`config.mk`:
```
export PLATFORM = sky130hd
export DESIGN_NAME = bx_seq
export DESIGN_NICKNAME = d
export VERILOG_FILES = /design/src/rtl/bx_pkg.sv /design/src/rtl/bx_popcount.sv /design/src/rtl/bx_lsb_pick.sv /design/src/rtl/bx_addr_calc.sv /design/src/rtl/bx_seq.sv
export SDC_FILE = /design/constraint.sdc
export NUM_CORES = 1
export LEC_CHECK = 0
export ABC_CLOCK_PERIOD_IN_PS = 10500
export BUFFER_PORTS_ARGS = -buffer_cell sky130_fd_sc_hd__buf_2
export CORE_UTILIZATION = 55
export DETAILED_ROUTE_END_ITERATION = 7
export PLACE_DENSITY = 0.89
export SLEW_MARGIN = 15
export SYNTH_ARGS = -nofsm -noshare
export SYNTH_HDL_FRONTEND = slang
export SYNTH_SLANG_ARGS = --single-unit
```
`constraint.sdc`:
```
create_clock -name clk -period 10.5 [get_ports clk]
set_clock_uncertainty 0.15 [all_clocks]
set_input_delay 1.05 -clock clk [delete_from_list [all_inputs] [get_ports clk]]
set_output_delay 1.05 -clock clk [all_outputs]
set_load 0.05 [all_outputs]
```
`src/rtl/bx_pkg.sv`:
```
package bx_pkg;
    localparam int NREG    = 16;
    localparam int IDX_W   = $clog2(NREG);
    localparam int CNT_W   = $clog2(NREG + 1);
    localparam int POS_PRE = 24;
    localparam int POS_UP  = 23;
    localparam int POS_WB  = 21;
    localparam int POS_LD  = 20;
    localparam int POS_BASE = 16;
    localparam int POS_LIST = 0;

    typedef enum logic [1:0] {
        ST_IDLE  = 2'd0,
        ST_RUN   = 2'd1,
        ST_FINAL = 2'd2
    } bx_state_e;
endpackage

```
`src/rtl/bx_popcount.sv`:
```
module bx_popcount #(
    parameter int W   = 16,
    parameter int C_W = $clog2(W + 1)
) (
    input  logic [W-1:0]   vec,
    output logic [C_W-1:0] cnt
);
    always_comb begin
        cnt = '0;
        for (int i = 0; i < W; i++) begin
            cnt = cnt + C_W'(vec[i]);
        end
    end
endmodule

```
`src/rtl/bx_lsb_pick.sv`:
```
module bx_lsb_pick #(
    parameter int W   = 16,
    parameter int I_W = $clog2(W)
) (
    input  logic [W-1:0]   vec,
    output logic [W-1:0]   onehot,
    output logic [I_W-1:0] idx,
    output logic           last
);
    logic [W-1:0] below;

    assign below[0] = 1'b0;
    for (genvar i = 1; i < W; i++) begin : g_prefix
        assign below[i] = below[i-1] | vec[i-1];
    end

    assign onehot = vec & ~below;
    assign last   = (vec != '0) && ((vec & ~onehot) == '0);

    always_comb begin
        idx = '0;
        for (int i = 0; i < W; i++) begin
            if (onehot[i]) idx = idx | I_W'(i);
        end
    end
endmodule

```
`src/rtl/bx_addr_calc.sv`:
```
module bx_addr_calc #(
    parameter int A_W = 32,
    parameter int C_W = 5
) (
    input  logic [A_W-1:0] base,
    input  logic [C_W-1:0] cnt,
    input  logic           pre,
    input  logic           up,
    output logic [A_W-1:0] first,
    output logic [A_W-1:0] wb_val
);
    localparam logic [A_W-1:0] STEP = A_W'(4);
    logic [A_W-1:0] span;

    assign span = A_W'(cnt) << 2;

    always_comb begin
        if (up) begin
            first  = pre ? base + STEP : base;
            wb_val = base + span;
        end else begin
            first  = pre ? base - span : base - span + STEP;
            wb_val = base - span;
        end
    end
endmodule

```
`src/rtl/bx_seq.sv`:
```
module bx_seq
    import bx_pkg::*;
#(
    parameter int ADDR_W = 32,
    parameter int DATA_W = 32
) (
    input  logic              clk,
    input  logic              rst_n,
    input  logic              start,
    input  logic [31:0]       instr,
    input  logic [ADDR_W-1:0] base_val,
    output logic              busy,
    output logic              done,
    output logic              mem_req,
    output logic              mem_we,
    output logic [ADDR_W-1:0] mem_addr,
    output logic [DATA_W-1:0] mem_wdata,
    input  logic [DATA_W-1:0] mem_rdata,
    input  logic              mem_ready,
    output logic [IDX_W-1:0]  rf_rd_idx,
    input  logic [DATA_W-1:0] rf_rd_data,
    output logic              rf_wr_en,
    output logic [IDX_W-1:0]  rf_wr_idx,
    output logic [DATA_W-1:0] rf_wr_data
);
    localparam logic [ADDR_W-1:0] WORD_STEP = ADDR_W'(4);

    typedef struct packed {
        bx_state_e         st;
        logic [NREG-1:0]   mask;
        logic [ADDR_W-1:0] addr;
        logic              load;
        logic              wb_en;
        logic [IDX_W-1:0]  base_idx;
        logic [ADDR_W-1:0] wb_val;
        logic              done;
        logic              wr_en;
        logic [IDX_W-1:0]  wr_idx;
        logic [DATA_W-1:0] wr_data;
    } bx_regs_t;

    bx_regs_t r_d, r_q;

    // instruction fields
    logic [NREG-1:0]  f_list;
    logic [IDX_W-1:0] f_base;
    logic             f_pre, f_up, f_wb, f_ld;
    logic             unused_instr_bits;

    assign f_list = instr[POS_LIST +: NREG];
    assign f_base = instr[POS_BASE +: IDX_W];
    assign f_pre  = instr[POS_PRE];
    assign f_up   = instr[POS_UP];
    assign f_wb   = instr[POS_WB];
    assign f_ld   = instr[POS_LD];
    assign unused_instr_bits = ^{instr[31:25], instr[22]};

    logic [CNT_W-1:0]  list_cnt;
    logic [ADDR_W-1:0] first_addr, wb_addr;
    logic [NREG-1:0]   pick_oh;
    logic [IDX_W-1:0]  pick_idx;
    logic              pick_last;

    bx_popcount #(.W(NREG), .C_W(CNT_W)) u_cnt (
        .vec (f_list),
        .cnt (list_cnt)
    );

    bx_addr_calc #(.A_W(ADDR_W), .C_W(CNT_W)) u_addr (
        .base   (base_val),
        .cnt    (list_cnt),
        .pre    (f_pre),
        .up     (f_up),
        .first  (first_addr),
        .wb_val (wb_addr)
    );

    bx_lsb_pick #(.W(NREG), .I_W(IDX_W)) u_pick (
        .vec    (r_q.mask),
        .onehot (pick_oh),
        .idx    (pick_idx),
        .last   (pick_last)
    );

    always_comb begin
        r_d       = r_q;
        r_d.done  = 1'b0;
        r_d.wr_en = 1'b0;
        unique case (r_q.st)
            ST_IDLE: begin
                if (start) begin
                    r_d.mask     = f_list;
                    r_d.addr     = first_addr;
                    r_d.load     = f_ld;
                    r_d.base_idx = f_base;
                    r_d.wb_val   = wb_addr;
                    r_d.wb_en    = f_wb && !(f_ld && f_list[f_base]);
                    if (f_list == '0) r_d.done = 1'b1;
                    else              r_d.st   = ST_RUN;
                end
            end
            ST_RUN: begin
                if (mem_ready) begin
                    r_d.mask = r_q.mask & ~pick_oh;
                    r_d.addr = r_q.addr + WORD_STEP;
                    if (r_q.load) begin
                        r_d.wr_en   = 1'b1;
                        r_d.wr_idx  = pick_idx;
                        r_d.wr_data = mem_rdata;
                    end
                    if (pick_last) r_d.st = ST_FINAL;
                end
            end
            ST_FINAL: begin
                r_d.st   = ST_IDLE;
                r_d.done = 1'b1;
                if (r_q.wb_en) begin
                    r_d.wr_en   = 1'b1;
                    r_d.wr_idx  = r_q.base_idx;
                    r_d.wr_data = DATA_W'(r_q.wb_val);
                end
            end
            default: r_d.st = ST_IDLE;
        endcase
    end

    always_ff @(posedge clk) begin
        if (!rst_n) r_q <= '0;
        else        r_q <= r_d;
    end

    assign busy       = (r_q.st != ST_IDLE);
    assign done       = r_q.done;
    assign mem_req    = (r_q.st == ST_RUN);
    assign mem_we     = mem_req && !r_q.load;
    assign mem_addr   = r_q.addr;
    assign mem_wdata  = rf_rd_data;
    assign rf_rd_idx  = pick_idx;
    assign rf_wr_en   = r_q.wr_en;
    assign rf_wr_idx  = r_q.wr_idx;
    assign rf_wr_data = r_q.wr_data;

    // assertions
    p_addr_step_r3: assert property (@(posedge clk) disable iff (!rst_n)
        mem_req && mem_ready && !pick_last |=> mem_req && (mem_addr == $past(mem_addr) + WORD_STEP));

    p_idx_rise_r3: assert property (@(posedge clk) disable iff (!rst_n)
        mem_req && mem_ready && !pick_last |=> rf_rd_idx > $past(rf_rd_idx));

    p_hold_r6: assert property (@(posedge clk) disable iff (!rst_n)
        mem_req && !mem_ready |=> mem_req && $stable(mem_addr) && $stable(rf_rd_idx));

    p_done_pulse_r6: assert property (@(posedge clk) disable iff (!rst_n)
        done |=> !done);

    p_store_nowr_r5: assert property (@(posedge clk) disable iff (!rst_n)
        rf_wr_en && !done |-> $past(mem_req && mem_ready && !mem_we));

    p_empty_r7: assert property (@(posedge clk) disable iff (!rst_n)
        !busy && start && (instr[15:0] == 16'h0) |=> done && !mem_req && !rf_wr_en);
endmodule

```
==> impl_metrics.csv <==
group,metric,value,unit
yosys,synth_fp_nets,1581,
clock_network,ctsHtreeMaxLevel,4,
yosys,syn_avg_cell_area,7.42,µm²
grt,grt-busiest-layer,"met2",
sta,relSlewSlack,19.0,%
power_and_ir_drop,power_density,250,nW/µm²
yosys,synthCells,1412,
run,max-cap-violations,0,
grt,grt_pass1_wl,49000,µm
yosys,ys.flop_type,"dfxtp_1",
floorplanning,dieArea,19600,µm²
min_path,hold_class,"reg2reg",
yosys,ys_warn_count,0,
final_layout,syn_to_final_growth,7.72,%
floorplanning,rows,50,
grt,met3_usage,5.85,%
route,drcViolationCount,0,
worst_setup_path,path_cells,"buf_2 > inv_1 > ha_1 > inv_1 > fa_1 > fa_1 > fa_1 > fa_1 > fa_1 > fa_1 > nor2b_1 > o21a_1 > inv_1 > ha_1 > or4_1 > nor4_1 > nand4_1 > or3_1 > or4_1 > xnor2_1 > o211ai_1 > a21oi_1",
clock_network,clkLatencyLatePin,420,ps
final_layout,layout_commonest_cell,"buf_2",
grt,antenna_found_initial,0,
sta,finalCriticalPeriod,8020,ps
final_layout,num_antenna_cells,0,
route,drt_wl_total,30600,µm
worst_setup_path,slowest_delay,680,ps
power_and_ir_drop,pwr-share-comb,53.1,%
route,first_iter_violations,1294,
clock_network,holdBufCountCts,0,
yosys,netlist_area,10500,µm²
grt,grt_pass1_vias,9382,
final_layout,stdcell_area,11300,µm²
sta,fmax,0.125,GHz
yosys,yosysTopAreaCell,"dfxtp_1",
grt,grt_start_max_net_pins,89,
power_and_ir_drop,p_sw,1.34,mW
sta,tns,0,ps
final_layout,final_nets,1590,
worst_setup_path,cp.arrival,8130,ps
worst_setup_path,cp_data_required_time,10610,ps
worst_setup_path,critPathCaptureType,"register",
sta,post-route-period-util,76.4,%
yosys,synth_top_area_share,24.1,%
clock_network,cts_tree,"done",
sta,hold_viol,0,
clock_network,numCtsBuffers,17,
sta,rsz0062_at_grt,"false",
route,viasPerCell,6.34,
route,ant_nets,0,
power_and_ir_drop,total_power,2.82,mW
placed_design,place_area,10600,µm²
clock_network,cts_root_buf,"clkbuf_16",
yosys,synth-seq-area-share,24.1,%
power_and_ir_drop,seqPwrFrac,23.8,%
clock_network,path_clk_slew,60,ps
sta,setup_viol_count_final,0,
floorplanning,num_io_pins,241,
worst_setup_path,critPathBufInv,4,
yosys,synth-async-reset-ratio,0,%
route,vias,10600,
grt,use_met2,46.9,%
sta,drv_slew,0,
power_and_ir_drop,p_int,1.49,mW
placed_design,hpwlAfterDp,22500,µm
worst_setup_path,worst-path-max-fanout,8,
outcome,status,"complete, no violations",
floorplanning,chipHeight,140,µm
final_layout,drive_gt1_share,17.2,%
grt,grtUsageMet1,43.9,%
clock_network,cts-resized-gates,0,
placed_design,port_buffers,168,
yosys,synth_edf_count,0,
worst_setup_path,cp_slowest_cell,"nor4_1",
worst_setup_path,critPathKind,"in2reg",
sta,worst_slew_pin_slew,1210,ps
yosys,ys_types,78,
route,dr.pass1.iters,8,
floorplanning,die_w,140,µm
clock_network,cts.sinks,126,
worst_setup_path,start_kind,"input port",
final_layout,layout_common_cells,"buf_2 (168), nor2_1 (165), nand2_1 (140), dfxtp_1 (126), a21oi_1 (85)",
yosys,synth_area_leaders,"dfxtp_1 (24%), buf_4 (7.2%), nor2_1 (6.0%)",
power_and_ir_drop,leakage,4.48,nW
worst_setup_path,cp_top_family,"adder cells",
power_and_ir_drop,switching_share,47.3,%
grt,globalRouteTotalUtil,31.1,%
worst_setup_path,path_common_cell,"fa_1",
placed_design,gp_congestion,0.981,
yosys,ys_ff_latch,126,
floorplanning,start_util,56.0,%
power_and_ir_drop,vdd_drop_max,0.000153,V
route,wire_per_inst,18.3,µm
floorplanning,core_area,18700,µm²
grt,gr-total-overflow,0,
clock_network,post_cts.repair.setup_buffers,0,
clock_network,clock_path_buffers,2,
power_and_ir_drop,power.share.clock,23.1,%
[synth_stat cells, drive strengths merged, types with 3 or more instances]
cell type and instances:
nor2 167, nand2 140, dfxtp 126, buf 113, a21oi 86, clkbuf 81, xnor2 65, o21ai 54
a22oi 52, a211oi 51, inv 49, nand3 42, nor3 42, xor2 34, nand4 32, ha 25
or3 19, or4 18, a31oi 15, mux2i 14, a21o 13, nor4 13, fa 12, a221oi 10
o31ai 10, and3 9, and4 9, nor2b 9, o211ai 9, nand2b 7, or2 7, and2 6
mux4 6, o22ai 6, a222oi 4, nor4b 4, o211a 4, o21a 4, a31o 3, nand3b 3
o21bai 3, o221ai 3, o311a 3, o311ai 3
[sequential cells by signal, indices dropped and copies added (netlist names)]
signal	flops
rf_wr_idx	4
rf_wr_data	32
mem_addr	32
rf_wr_en	1
done	1
r_q	56
[worst paths after layout]
check                        startpoint                        end  slack (ps)  depth (start not counted)
hold / removal     r_q[72]$_SDFFE_PN0P_       r_q[72]$_SDFFE_PN0P_         310                          2
hold reg to reg    r_q[72]$_SDFFE_PN0P_       r_q[72]$_SDFFE_PN0P_         310                          2
setup reg to reg  r_q[125]$_SDFFE_PN0P_  mem_addr[15]$_SDFFE_PN0P_        6200                         11
setup / recovery               instr[0]       r_q[69]$_SDFFE_PN0P_        2480                         22
[cell type report]
| type | instances | area [µm²] |
|---|---|---|
| fill | 1649 | 7420 |
| clock buffer | 18 | 439 |
| sequential | 126 | 2520 |
| clock inverter | 13 | 211 |
| timing repair buffer | 184 | 961 |
| multi-input combinational | 1042 | 6670 |
| inverter | 50 | 188 |
| tap | 234 | 293 |
[through the flow]
step	util [%]	hold slack, ps	instances	setup slack, ps
2_1_floorplan	-	282	1412	2760
3_3_place_gp	56.8	290	1636	2280
3_5_place_dp	56.8	295	1636	2130
4_1_cts	60.3	312	1667	2540
5_1_grt	60.3	332	1667	2020
6_report	60.3	312	1667	2480
[worst min-delay path: cells and delay by family (launching register included)]
| family | cells | cell delay, ps |
|---|---|---|
| simple gates | 1 | 50 |
| compound gates | 1 | 50 |
| flops | 1 | 310 |
[power groups by stage]
| stage | logic (mW) | clock network [mW] | registers, mW |
|---|---|---|---|
| floorplan | 1.26 | 0 | 0.651 |
| global placement | 1.43 | 0 | 0.670 |
| detailed placement | 1.47 | 0 | 0.676 |
| CTS | 1.48 | 0.654 | 0.667 |
| global route | 1.62 | 0.677 | 0.683 |
| finish | 1.50 | 0.653 | 0.671 |
[cells by family after synthesis]
family / synth area share [%]
AND/OR/NAND/NOR: 24.4
AO/OA/AOI/OAI: 22.4
buffers and inverters: 12.5
flip-flops: 24.1
XOR/XNOR: 8.46
adder cells (fa/ha/maj): 5.47
multiplexers: 2.73
[metal layers]
metal  up-vias  wire length (µm)
met3        76              3560
met1      4840             13000
met2       678             13100
met5         -                 0
li1       4980                 -
met4         0               908
Power figures use the tool's default switching activity.
